===== config.mk =====
export PLATFORM = sky130hd
export DESIGN_NAME = ftl_core
export DESIGN_NICKNAME = d
export VERILOG_FILES = /design/src/rtl/ftl_pkg.sv /design/src/rtl/ftl_datapath.sv /design/src/rtl/ftl_control.sv /design/src/rtl/ftl_core.sv
export SDC_FILE = /design/constraint.sdc
export NUM_CORES = 1
export LEC_CHECK = 0
export ABC_CLOCK_PERIOD_IN_PS = 6200
export BUFFER_PORTS_ARGS = -buffer_cell sky130_fd_sc_hd__buf_4
export CAP_MARGIN = 20
export CORE_MARGIN = 2
export CORE_UTILIZATION = 35
export DETAILED_ROUTE_END_ITERATION = 7
export PLACE_DENSITY = 0.62
export SLEW_MARGIN = 30
export SYNTH_ARGS = -nofsm -noshare
export SYNTH_HDL_FRONTEND = slang
export SYNTH_SLANG_ARGS = --single-unit

===== constraint.sdc =====
create_clock -name clk -period 6.2 [get_ports clk]
set_input_delay 1.24 -clock clk [delete_from_list [all_inputs] [get_ports clk]]
set_output_delay 1.24 -clock clk [all_outputs]
set_load 0.02 [all_outputs]

===== src/rtl/ftl_pkg.sv =====
package ftl_pkg;

  typedef enum logic [1:0] {
    FCMD_NONE  = 2'd0,
    FCMD_READ  = 2'd1,
    FCMD_PROG  = 2'd2,
    FCMD_ERASE = 2'd3
  } flash_cmd_e;

  typedef enum logic [1:0] {
    ASEL_HOST   = 2'd0,
    ASEL_VICTIM = 2'd1,
    ASEL_ACTIVE = 2'd2,
    ASEL_ERASE  = 2'd3
  } addr_sel_e;

  typedef struct packed {
    logic      latchReq;
    logic      openBlock;
    logic      commitHost;
    logic      commitReloc;
    logic      capture;
    logic      setUnmapped;
    logic      pickVictim;
    logic      stepReloc;
    logic      eraseVictim;
    addr_sel_e addrSel;
    logic      dataFromBuf;
  } ftl_strobe_t;

endpackage


===== src/rtl/ftl_datapath.sv =====
module ftl_datapath
  import ftl_pkg::*;
#(
  parameter int NUM_BLOCKS      = 4,
  parameter int PAGES_PER_BLOCK = 4,
  parameter int NUM_LPAGES      = 8,
  parameter int DATA_W          = 16,
  parameter int CNT_W           = 16,
  parameter int RESERVE_BLOCKS  = 1
) (
  input  logic                                                  clk,
  input  logic                                                  rstN,
  input  ftl_strobe_t                                           stb,
  input  logic [$clog2(NUM_LPAGES)-1:0]                         hostLpn,
  input  logic [DATA_W-1:0]                                     hostWdata,
  input  logic [DATA_W-1:0]                                     flashRdata,
  output logic [$clog2(NUM_BLOCKS)+$clog2(PAGES_PER_BLOCK)-1:0] flashAddr,
  output logic [DATA_W-1:0]                                     flashWdata,
  output logic [DATA_W-1:0]                                     hostRdata,
  output logic                                                  hostUnmapped,
  output logic [CNT_W-1:0]                                      progCount,
  output logic [CNT_W-1:0]                                      writeCount,
  output logic                                                  curMapped,
  output logic                                                  needBlock,
  output logic                                                  canOpenHost,
  output logic                                                  relocValid,
  output logic                                                  relocLast
);

  localparam int OFF_W  = $clog2(PAGES_PER_BLOCK);
  localparam int BLK_W  = $clog2(NUM_BLOCKS);
  localparam int PPN_W  = BLK_W + OFF_W;
  localparam int LPN_W  = $clog2(NUM_LPAGES);
  localparam int PPAGES = NUM_BLOCKS * PAGES_PER_BLOCK;

  // request latch and data buffer
  logic [LPN_W-1:0]  lpnReg;
  logic [DATA_W-1:0] wdataReg;
  logic [DATA_W-1:0] bufData;
  logic              unmappedReg;

  // translation state
  logic [NUM_LPAGES-1:0] mapValid;
  logic [PPN_W-1:0]      mapPpn [NUM_LPAGES];
  logic [LPN_W-1:0]      revLpn [PPAGES];
  logic [PPAGES-1:0]     validBits;
  logic [PPAGES-1:0]     progBits;

  // block allocation state
  logic [NUM_BLOCKS-1:0] blkFree;
  logic [BLK_W-1:0]      activeBlk;
  logic [BLK_W-1:0]      victimBlk;
  logic                  hasActive;
  logic [OFF_W:0]        wrPtr;
  logic [OFF_W-1:0]      relocOff;

  logic [BLK_W:0]     freeCount;
  logic [BLK_W-1:0]   firstFree;
  logic [BLK_W-1:0]   bestBlk;
  logic [PPN_W-1:0]   newPpn;
  logic [PPN_W-1:0]   relocPpn;
  logic [PPN_W-1:0]   curPpn;
  logic [LPN_W-1:0]   commitLpn;
  logic               doCommit;

  assign newPpn    = {activeBlk, wrPtr[OFF_W-1:0]};
  assign relocPpn  = {victimBlk, relocOff};
  assign curPpn    = mapPpn[lpnReg];
  assign commitLpn = stb.commitReloc ? revLpn[relocPpn] : lpnReg;
  assign doCommit  = stb.commitHost | stb.commitReloc;

  // erased-block census and lowest free block
  always_comb begin
    freeCount = '0;
    firstFree = '0;
    for (int b = NUM_BLOCKS - 1; b >= 0; b--) begin
      if (blkFree[b]) begin
        freeCount = freeCount + (BLK_W+1)'(1);
        firstFree = BLK_W'(b);
      end
    end
  end

  // victim choice: strictly greater keeps the lowest index on ties
  always_comb begin
    logic [OFF_W:0] bestInv;
    logic [OFF_W:0] invCnt;
    bestBlk = '0;
    bestInv = '0;
    for (int b = 0; b < NUM_BLOCKS; b++) begin
      invCnt = '0;
      for (int o = 0; o < PAGES_PER_BLOCK; o++) begin
        if (progBits[b*PAGES_PER_BLOCK + o] && !validBits[b*PAGES_PER_BLOCK + o])
          invCnt = invCnt + (OFF_W+1)'(1);
      end
      if (!blkFree[b] && invCnt > bestInv) begin
        bestInv = invCnt;
        bestBlk = BLK_W'(b);
      end
    end
  end

  // flash address and data selection
  always_comb begin
    unique case (stb.addrSel)
      ASEL_HOST:   flashAddr = curPpn;
      ASEL_VICTIM: flashAddr = relocPpn;
      ASEL_ACTIVE: flashAddr = newPpn;
      default:     flashAddr = {victimBlk, {OFF_W{1'b0}}};
    endcase
  end
  assign flashWdata = stb.dataFromBuf ? bufData : wdataReg;

  // status toward the control
  assign curMapped   = mapValid[lpnReg];
  assign needBlock   = !hasActive || (wrPtr == (OFF_W+1)'(PAGES_PER_BLOCK));
  assign canOpenHost = freeCount > (BLK_W+1)'(RESERVE_BLOCKS);
  assign relocValid  = validBits[relocPpn];
  assign relocLast   = relocOff == OFF_W'(PAGES_PER_BLOCK - 1);

  assign hostRdata    = bufData;
  assign hostUnmapped = unmappedReg;

  always_ff @(posedge clk) begin
    if (!rstN) begin
      lpnReg      <= '0;
      wdataReg    <= '0;
      bufData     <= '0;
      unmappedReg <= 1'b0;
      mapValid    <= '0;
      validBits   <= '0;
      progBits    <= '0;
      blkFree     <= '1;
      activeBlk   <= '0;
      victimBlk   <= '0;
      hasActive   <= 1'b0;
      wrPtr       <= '0;
      relocOff    <= '0;
      progCount   <= '0;
      writeCount  <= '0;
      for (int l = 0; l < NUM_LPAGES; l++) mapPpn[l] <= '0;
      for (int p = 0; p < PPAGES; p++) revLpn[p] <= '0;
    end else begin
      if (stb.latchReq) begin
        lpnReg   <= hostLpn;
        wdataReg <= hostWdata;
      end
      if (stb.openBlock) begin
        blkFree[firstFree] <= 1'b0;
        activeBlk          <= firstFree;
        wrPtr              <= '0;
        hasActive          <= 1'b1;
      end
      if (doCommit) begin
        if (mapValid[commitLpn]) validBits[mapPpn[commitLpn]] <= 1'b0;
        validBits[newPpn]   <= 1'b1;
        progBits[newPpn]    <= 1'b1;
        mapValid[commitLpn] <= 1'b1;
        mapPpn[commitLpn]   <= newPpn;
        revLpn[newPpn]      <= commitLpn;
        wrPtr               <= wrPtr + (OFF_W+1)'(1);
        progCount           <= progCount + CNT_W'(1);
        if (stb.commitHost) writeCount <= writeCount + CNT_W'(1);
      end
      if (stb.capture) begin
        bufData     <= flashRdata;
        unmappedReg <= 1'b0;
      end
      if (stb.setUnmapped) begin
        bufData     <= '1;
        unmappedReg <= 1'b1;
      end
      if (stb.pickVictim) begin
        victimBlk <= bestBlk;
        relocOff  <= '0;
      end
      if (stb.stepReloc) relocOff <= relocOff + OFF_W'(1);
      if (stb.eraseVictim) begin
        blkFree[victimBlk] <= 1'b1;
        for (int o = 0; o < PAGES_PER_BLOCK; o++) begin
          progBits[{victimBlk, OFF_W'(o)}]  <= 1'b0;
          validBits[{victimBlk, OFF_W'(o)}] <= 1'b0;
        end
      end
    end
  end

  // a program commit lands on a page not written since its erase
  a_r3_prog_into_erased: assert property (@(posedge clk) disable iff (!rstN)
    doCommit |-> (hasActive && !progBits[newPpn] &&
                  wrPtr < (OFF_W+1)'(PAGES_PER_BLOCK)));

  // the victim holds no live page when it is erased
  a_r7_victim_drained: assert property (@(posedge clk) disable iff (!rstN)
    stb.eraseVictim |-> (validBits[victimBlk*PAGES_PER_BLOCK +: PAGES_PER_BLOCK] == '0));

  // only a used block that is not the write target gets erased
  a_r8_erase_used_block: assert property (@(posedge clk) disable iff (!rstN)
    stb.eraseVictim |-> (!blkFree[victimBlk] && victimBlk != activeBlk));

  // a block is only opened while an erased one exists
  a_r5_open_has_free: assert property (@(posedge clk) disable iff (!rstN)
    stb.openBlock |-> (freeCount != '0));

  // physical programs never trail host writes
  a_r9_prog_ge_write: assert property (@(posedge clk) disable iff (!rstN)
    progCount >= writeCount);

  // an unmapped result always carries all ones
  a_r2_unmapped_ones: assert property (@(posedge clk) disable iff (!rstN)
    unmappedReg |-> (&bufData));

endmodule


===== src/rtl/ftl_control.sv =====
module ftl_control
  import ftl_pkg::*;
(
  input  logic        clk,
  input  logic        rstN,
  input  logic        hostReq,
  input  logic        hostWrite,
  input  logic        curMapped,
  input  logic        needBlock,
  input  logic        canOpenHost,
  input  logic        relocValid,
  input  logic        relocLast,
  input  logic        flashDone,
  output ftl_strobe_t stb,
  output logic        hostReady,
  output logic        hostDone,
  output logic        flashReq,
  output logic [1:0]  flashCmd
);

  typedef enum logic [3:0] {
    S_IDLE, S_RCHK, S_RISSUE, S_RWAIT,
    S_WALLOC, S_WPROG, S_WWAIT,
    S_GPICK, S_GSCAN, S_GREAD, S_GRWAIT, S_GPROG, S_GPWAIT,
    S_GERASE, S_GEWAIT, S_DONE
  } state_e;

  state_e     state, stateNext;
  flash_cmd_e cmdNow;

  always_ff @(posedge clk) begin
    if (!rstN) state <= S_IDLE;
    else       state <= stateNext;
  end

  always_comb begin
    stateNext = state;
    stb       = '0;
    cmdNow    = FCMD_NONE;
    unique case (state)
      S_IDLE: if (hostReq) begin
        stb.latchReq = 1'b1;
        stateNext    = hostWrite ? S_WALLOC : S_RCHK;
      end
      S_RCHK: if (curMapped) stateNext = S_RISSUE;
              else begin
                stb.setUnmapped = 1'b1;
                stateNext       = S_DONE;
              end
      S_RISSUE: begin
        cmdNow      = FCMD_READ;
        stb.addrSel = ASEL_HOST;
        stateNext   = S_RWAIT;
      end
      S_RWAIT: if (flashDone) begin
        stb.capture = 1'b1;
        stateNext   = S_DONE;
      end
      S_WALLOC: begin
        if (!needBlock) stateNext = S_WPROG;
        else if (canOpenHost) begin
          stb.openBlock = 1'b1;
          stateNext     = S_WPROG;
        end else stateNext = S_GPICK;
      end
      S_WPROG: begin
        cmdNow      = FCMD_PROG;
        stb.addrSel = ASEL_ACTIVE;
        stateNext   = S_WWAIT;
      end
      S_WWAIT: if (flashDone) begin
        stb.commitHost = 1'b1;
        stateNext      = S_DONE;
      end
      S_GPICK: begin
        stb.pickVictim = 1'b1;
        stb.openBlock  = 1'b1;
        stateNext      = S_GSCAN;
      end
      S_GSCAN: begin
        if (relocValid) stateNext = S_GREAD;
        else if (relocLast) stateNext = S_GERASE;
        else stb.stepReloc = 1'b1;
      end
      S_GREAD: begin
        cmdNow      = FCMD_READ;
        stb.addrSel = ASEL_VICTIM;
        stateNext   = S_GRWAIT;
      end
      S_GRWAIT: if (flashDone) begin
        stb.capture = 1'b1;
        stateNext   = S_GPROG;
      end
      S_GPROG: begin
        cmdNow          = FCMD_PROG;
        stb.addrSel     = ASEL_ACTIVE;
        stb.dataFromBuf = 1'b1;
        stateNext       = S_GPWAIT;
      end
      S_GPWAIT: if (flashDone) begin
        stb.commitReloc = 1'b1;
        if (relocLast) stateNext = S_GERASE;
        else begin
          stb.stepReloc = 1'b1;
          stateNext     = S_GSCAN;
        end
      end
      S_GERASE: begin
        cmdNow      = FCMD_ERASE;
        stb.addrSel = ASEL_ERASE;
        stateNext   = S_GEWAIT;
      end
      S_GEWAIT: if (flashDone) begin
        stb.eraseVictim = 1'b1;
        stateNext       = S_WALLOC;
      end
      default: stateNext = S_IDLE;
    endcase
  end

  assign hostReady = state == S_IDLE;
  assign hostDone  = state == S_DONE;
  assign flashReq  = cmdNow != FCMD_NONE;
  assign flashCmd  = cmdNow;

  // each flash command is a single-cycle strobe
  a_r11_req_single: assert property (@(posedge clk) disable iff (!rstN)
    flashReq |=> !flashReq);

  // completion is a single cycle and returns to accepting
  a_r10_done_single: assert property (@(posedge clk) disable iff (!rstN)
    hostDone |=> (!hostDone && hostReady));

  // no flash activity while the host side is idle
  a_r10_idle_quiet: assert property (@(posedge clk) disable iff (!rstN)
    hostReady |-> !flashReq);

endmodule


===== src/rtl/ftl_core.sv =====
module ftl_core
  import ftl_pkg::*;
#(
  parameter int NUM_BLOCKS      = 4,
  parameter int PAGES_PER_BLOCK = 4,
  parameter int NUM_LPAGES      = 8,
  parameter int DATA_W          = 16,
  parameter int CNT_W           = 16,
  parameter int RESERVE_BLOCKS  = 1
) (
  input  logic                                                  clk,
  input  logic                                                  rstN,
  input  logic                                                  hostReq,
  input  logic                                                  hostWrite,
  input  logic [$clog2(NUM_LPAGES)-1:0]                         hostLpn,
  input  logic [DATA_W-1:0]                                     hostWdata,
  output logic                                                  hostReady,
  output logic                                                  hostDone,
  output logic [DATA_W-1:0]                                     hostRdata,
  output logic                                                  hostUnmapped,
  output logic                                                  flashReq,
  output logic [1:0]                                            flashCmd,
  output logic [$clog2(NUM_BLOCKS)+$clog2(PAGES_PER_BLOCK)-1:0] flashAddr,
  output logic [DATA_W-1:0]                                     flashWdata,
  input  logic                                                  flashDone,
  input  logic [DATA_W-1:0]                                     flashRdata,
  output logic [CNT_W-1:0]                                      progCount,
  output logic [CNT_W-1:0]                                      writeCount
);

  ftl_strobe_t stb;
  logic curMapped, needBlock, canOpenHost, relocValid, relocLast;

  ftl_control u_control (
    .clk         (clk),
    .rstN        (rstN),
    .hostReq     (hostReq),
    .hostWrite   (hostWrite),
    .curMapped   (curMapped),
    .needBlock   (needBlock),
    .canOpenHost (canOpenHost),
    .relocValid  (relocValid),
    .relocLast   (relocLast),
    .flashDone   (flashDone),
    .stb         (stb),
    .hostReady   (hostReady),
    .hostDone    (hostDone),
    .flashReq    (flashReq),
    .flashCmd    (flashCmd)
  );

  ftl_datapath #(
    .NUM_BLOCKS      (NUM_BLOCKS),
    .PAGES_PER_BLOCK (PAGES_PER_BLOCK),
    .NUM_LPAGES      (NUM_LPAGES),
    .DATA_W          (DATA_W),
    .CNT_W           (CNT_W),
    .RESERVE_BLOCKS  (RESERVE_BLOCKS)
  ) u_datapath (
    .clk          (clk),
    .rstN         (rstN),
    .stb          (stb),
    .hostLpn      (hostLpn),
    .hostWdata    (hostWdata),
    .flashRdata   (flashRdata),
    .flashAddr    (flashAddr),
    .flashWdata   (flashWdata),
    .hostRdata    (hostRdata),
    .hostUnmapped (hostUnmapped),
    .progCount    (progCount),
    .writeCount   (writeCount),
    .curMapped    (curMapped),
    .needBlock    (needBlock),
    .canOpenHost  (canOpenHost),
    .relocValid   (relocValid),
    .relocLast    (relocLast)
  );

endmodule


==> impl_metrics.py <==
metrics = {
    "status": {
        "outcome": "completed",
    },
    "timing": {
        "skew_ns": 0.0156,
        "hold_viol": 0,
        "tightest_slew_ns": 0.927,
        "setup_violations": 0,
        "fin_setup_tns_ns": 0,
        "fin_crit_sh_pct": 87.0,
        "min_period_ns": 5.40,
        "slew_violations": 0,
        "slew_headroom_pct": 38.1,
        "grt_setup_unrepaired": "no",
        "max_freq_mhz": 185,
        "holdWs_ns": 0.449,
    },
    "clock_network": {
        "htreeDepth": 1,
        "numCtsBuffers": 25,
        "clk_pin_slew_ns": 0.06,
        "post_cts_buffers": 0,
        "insertion_delay_ns": 0.53,
        "clockRootBuffer": "clkbuf_16",
        "cts.sinks": 209,
        "cts_tree": "yes",
        "clockBufferDepth": 3,
    },
    "placement": {
        "dp_hpwl_mm": 22.4,
        "placed_cells": 1610,
        "port_buffers": 113,
        "gp_congestion": 0.859,
        "dpl-instance-area_um2": 12100,
    },
    "die": {
        "fp-row-count": 64,
        "die_x_um": 181,
        "start_util_pct": 35.7,
        "dieArea_um2": 32800,
        "fp.dieH_um": 181,
        "io_pins": 114,
        "core_um2": 30700,
    },
    "worst_setup_path": {
        "critPathLaunchType": "register",
        "endpoint_kind": "register",
        "crit_type": "reg2reg",
        "worstPathArrival_ns": 5.84,
        "r2r_slack_ns": 0.80,
        "critical_path_required_ns": 6.64,
        "cp_max_fo": 6,
    },
    "logic_synthesis": {
        "postSynthAreaPerCell_um2": 9.53,
        "synth_top_area_share_pct": 23.5,
        "ys_seq_elements": 209,
        "synthArstFlopShare_pct": 0,
        "ys_types": 69,
        "synth_flop_cell": "dfxtp_1",
        "synth_area_um2": 11000,
        "synth_top_area_cell": "dfxtp_1",
        "syn-num-nets": 1224,
        "synthTopCellsByArea": "dfxtp_1 24%, edfxtp_1 22%, nand2_1 4.7%, a21oi_1 4.4%, mux4_2 4.3%",
        "seq_area_frac_synth_pct": 45.4,
        "synthCells": 1153,
        "yosysWarnings": 0,
        "synth_edf_count": 80,
    },
    "layout": {
        "mostFrequentLayoutCell": "nand2_1",
        "design_area_um2": 13000,
        "layout-drive-gt1-share_pct": 19.0,
        "n_antenna_cell": 0,
        "syn_to_final_growth_pct": 18.1,
        "mostFrequentLayoutCells": "137 x nand2_1, 129 x dfxtp_1, 128 x buf_4, 120 x nor2_1, 96 x a21oi_1",
        "fill_cells": 3023,
        "fin_nets": 1313,
        "finalNonFillerCells": 1657,
    },
    "grt": {
        "antenna_found_initial": 0,
        "grt_max_degree": 80,
        "track_usage_pct": 18.7,
        "overflow": 0,
        "grt_pass1_wl_mm": 49.2,
        "grt_pass1_vias": 8811,
    },
    "routing": {
        "dr_total_vias": 9004,
        "drc_errors": 0,
        "routedWlPerCell_um": 18.8,
        "ant_nets": 0,
        "dr.pass1.iters": 5,
        "wl_mm": 31.1,
        "drtIter0Drc": 759,
        "vias_per_cell": 5.43,
    },
    "run": {
        "drv_cap": 0,
    },
    "power": {
        "p_per_area_nw_per_um2": 323,
        "cellLeakagePower_nw": 4.85,
        "totalPowerFinal_w": 0.00420,
        "peakVddDrop_mv": 0.190,
    },
    "min_path": {
        "min_path_type": "reg2reg",
    },
}
## final timing paths
check                                    endpoint                          startpoint  depth (start not counted)
max          u_datapath.victimBlk[0]$_SDFFE_PN0P_  u_datapath.validBits[5]$_SDFF_PN0_                         25
min             u_datapath.progBits[5]$_SDFF_PN0_   u_datapath.progBits[5]$_SDFF_PN0_                          2
max reg2reg  u_datapath.victimBlk[0]$_SDFFE_PN0P_  u_datapath.validBits[5]$_SDFF_PN0_                         25
min reg2reg     u_datapath.progBits[5]$_SDFF_PN0_   u_datapath.progBits[5]$_SDFF_PN0_                          2
## kinds of logic after synthesis
group	after synthesis	synth area share, %
AND/OR/NAND/NOR	442	19.1
XOR/XNOR	38	3.03
multiplexers	91	11.1
buffers and inverters	109	4.35
adder cells (fa/ha/maj)	31	3.53
flip-flops	209	45.4
AO/OA/AOI/OAI	233	13.5
## critical path, cell delays in order, from the launching register on
cell and delay [ns]:
dfxtp_1 0.35, nand2b_1 0.15, inv_1 0.05, ha_1 0.29, xor2_1 0.23, inv_1 0.08
ha_1 0.28, mux2_2 0.28, ha_1 0.32, a21o_1 0.11, a21oi_1 0.07, a311oi_2 0.43
nand2_1 0.08, o21ai_0 0.12, inv_1 0.08, ha_1 0.29, nor2b_1 0.13, o21ai_0 0.16
inv_1 0.06, o21ai_1 0.36, mux2_2 0.39, ha_1 0.29, a21oi_1 0.07, a311oi_1 0.34
a211oi_1 0.09, a211oi_1 0.21
## registers in the layout, summed over array words and instances, names as in the netlist, named ones only
signal                   flops
u_datapath.mapPpn           32
u_datapath.hostUnmapped      1
u_datapath.relocOff          2
u_datapath.validBits        16
u_datapath.blkFree           4
u_control.state              4
u_datapath.wrPtr             3
u_datapath.mapValid          8
u_datapath.lpnReg            3
u_datapath.progCount        16
u_datapath.hostRdata        16
u_datapath.progBits         16
u_datapath.revLpn           48
u_datapath.wdataReg         16
u_datapath.activeBlk         2
u_datapath.victimBlk         2
u_datapath.hasActive         1
u_datapath.writeCount       16
## cell usage after synthesis, types with 8 or more instances
master,n
a211oi_1,8
a21o_1,12
a21oi_1,96
and2_1,20
and3_1,20
clkbuf_1,47
dfxtp_1,129
edfxtp_1,80
ha_1,31
inv_1,39
mux2_2,33
mux2i_1,35
mux4_2,21
nand2_1,137
nand2b_1,28
nand3_1,31
nand4_1,8
nor2_1,120
nor2b_1,12
nor3_1,25
nor4_1,13
o21ai_0,46
o41ai_1,17
or3_1,9
xnor2_1,20
xor2_1,18
## area by class of cell
| cell class | instances | area, µm² | area share, % |
|---|---|---|---|
| Multi-Input combinational cell | 835 | 5550 | 42.8 |
| Inverter | 43 | 161 | 1.24 |
| Clock inverter | 14 | 140 | 1.08 |
| Sequential cell | 209 | 4980 | 38.4 |
| Clock buffer | 32 | 682 | 5.26 |
| Tap cell | 396 | 495 | 3.82 |
| Timing Repair Buffer | 128 | 961 | 7.41 |
## per-stage QoR
stage,setup slack [ns],utilization (%)
final,0.803,42.2
after global routing,0.208,42.2
after floorplan,1.24,-
after global placement,0.864,39.4
after detailed placement,0.679,39.5
after CTS,0.658,42.1
## per-layer routing
metal  routed length (µm)  global-route usage, %  up-vias
li1                     -                      -     4321
met1                13600                   24.7     4361
met2                14800                   31.3      282
met3                 1910                   3.16       40
met4                  736                   5.40        0
met5                    0                      0        -
## power by group
group | switching [W] | internal (W)
registers | 0.000149 | 0.00154
clock network | 0.000576 | 0.000896
logic | 0.000661 | 0.000377
## timing repair
item / CTS / global route
hold buffers: 0 / 0
endpoints found under the hold margin: 0 / 0
gates resized for setup: 0 / 1
setup endpoints to repair: 0 / 1
Power figures use the tool's default switching activity.
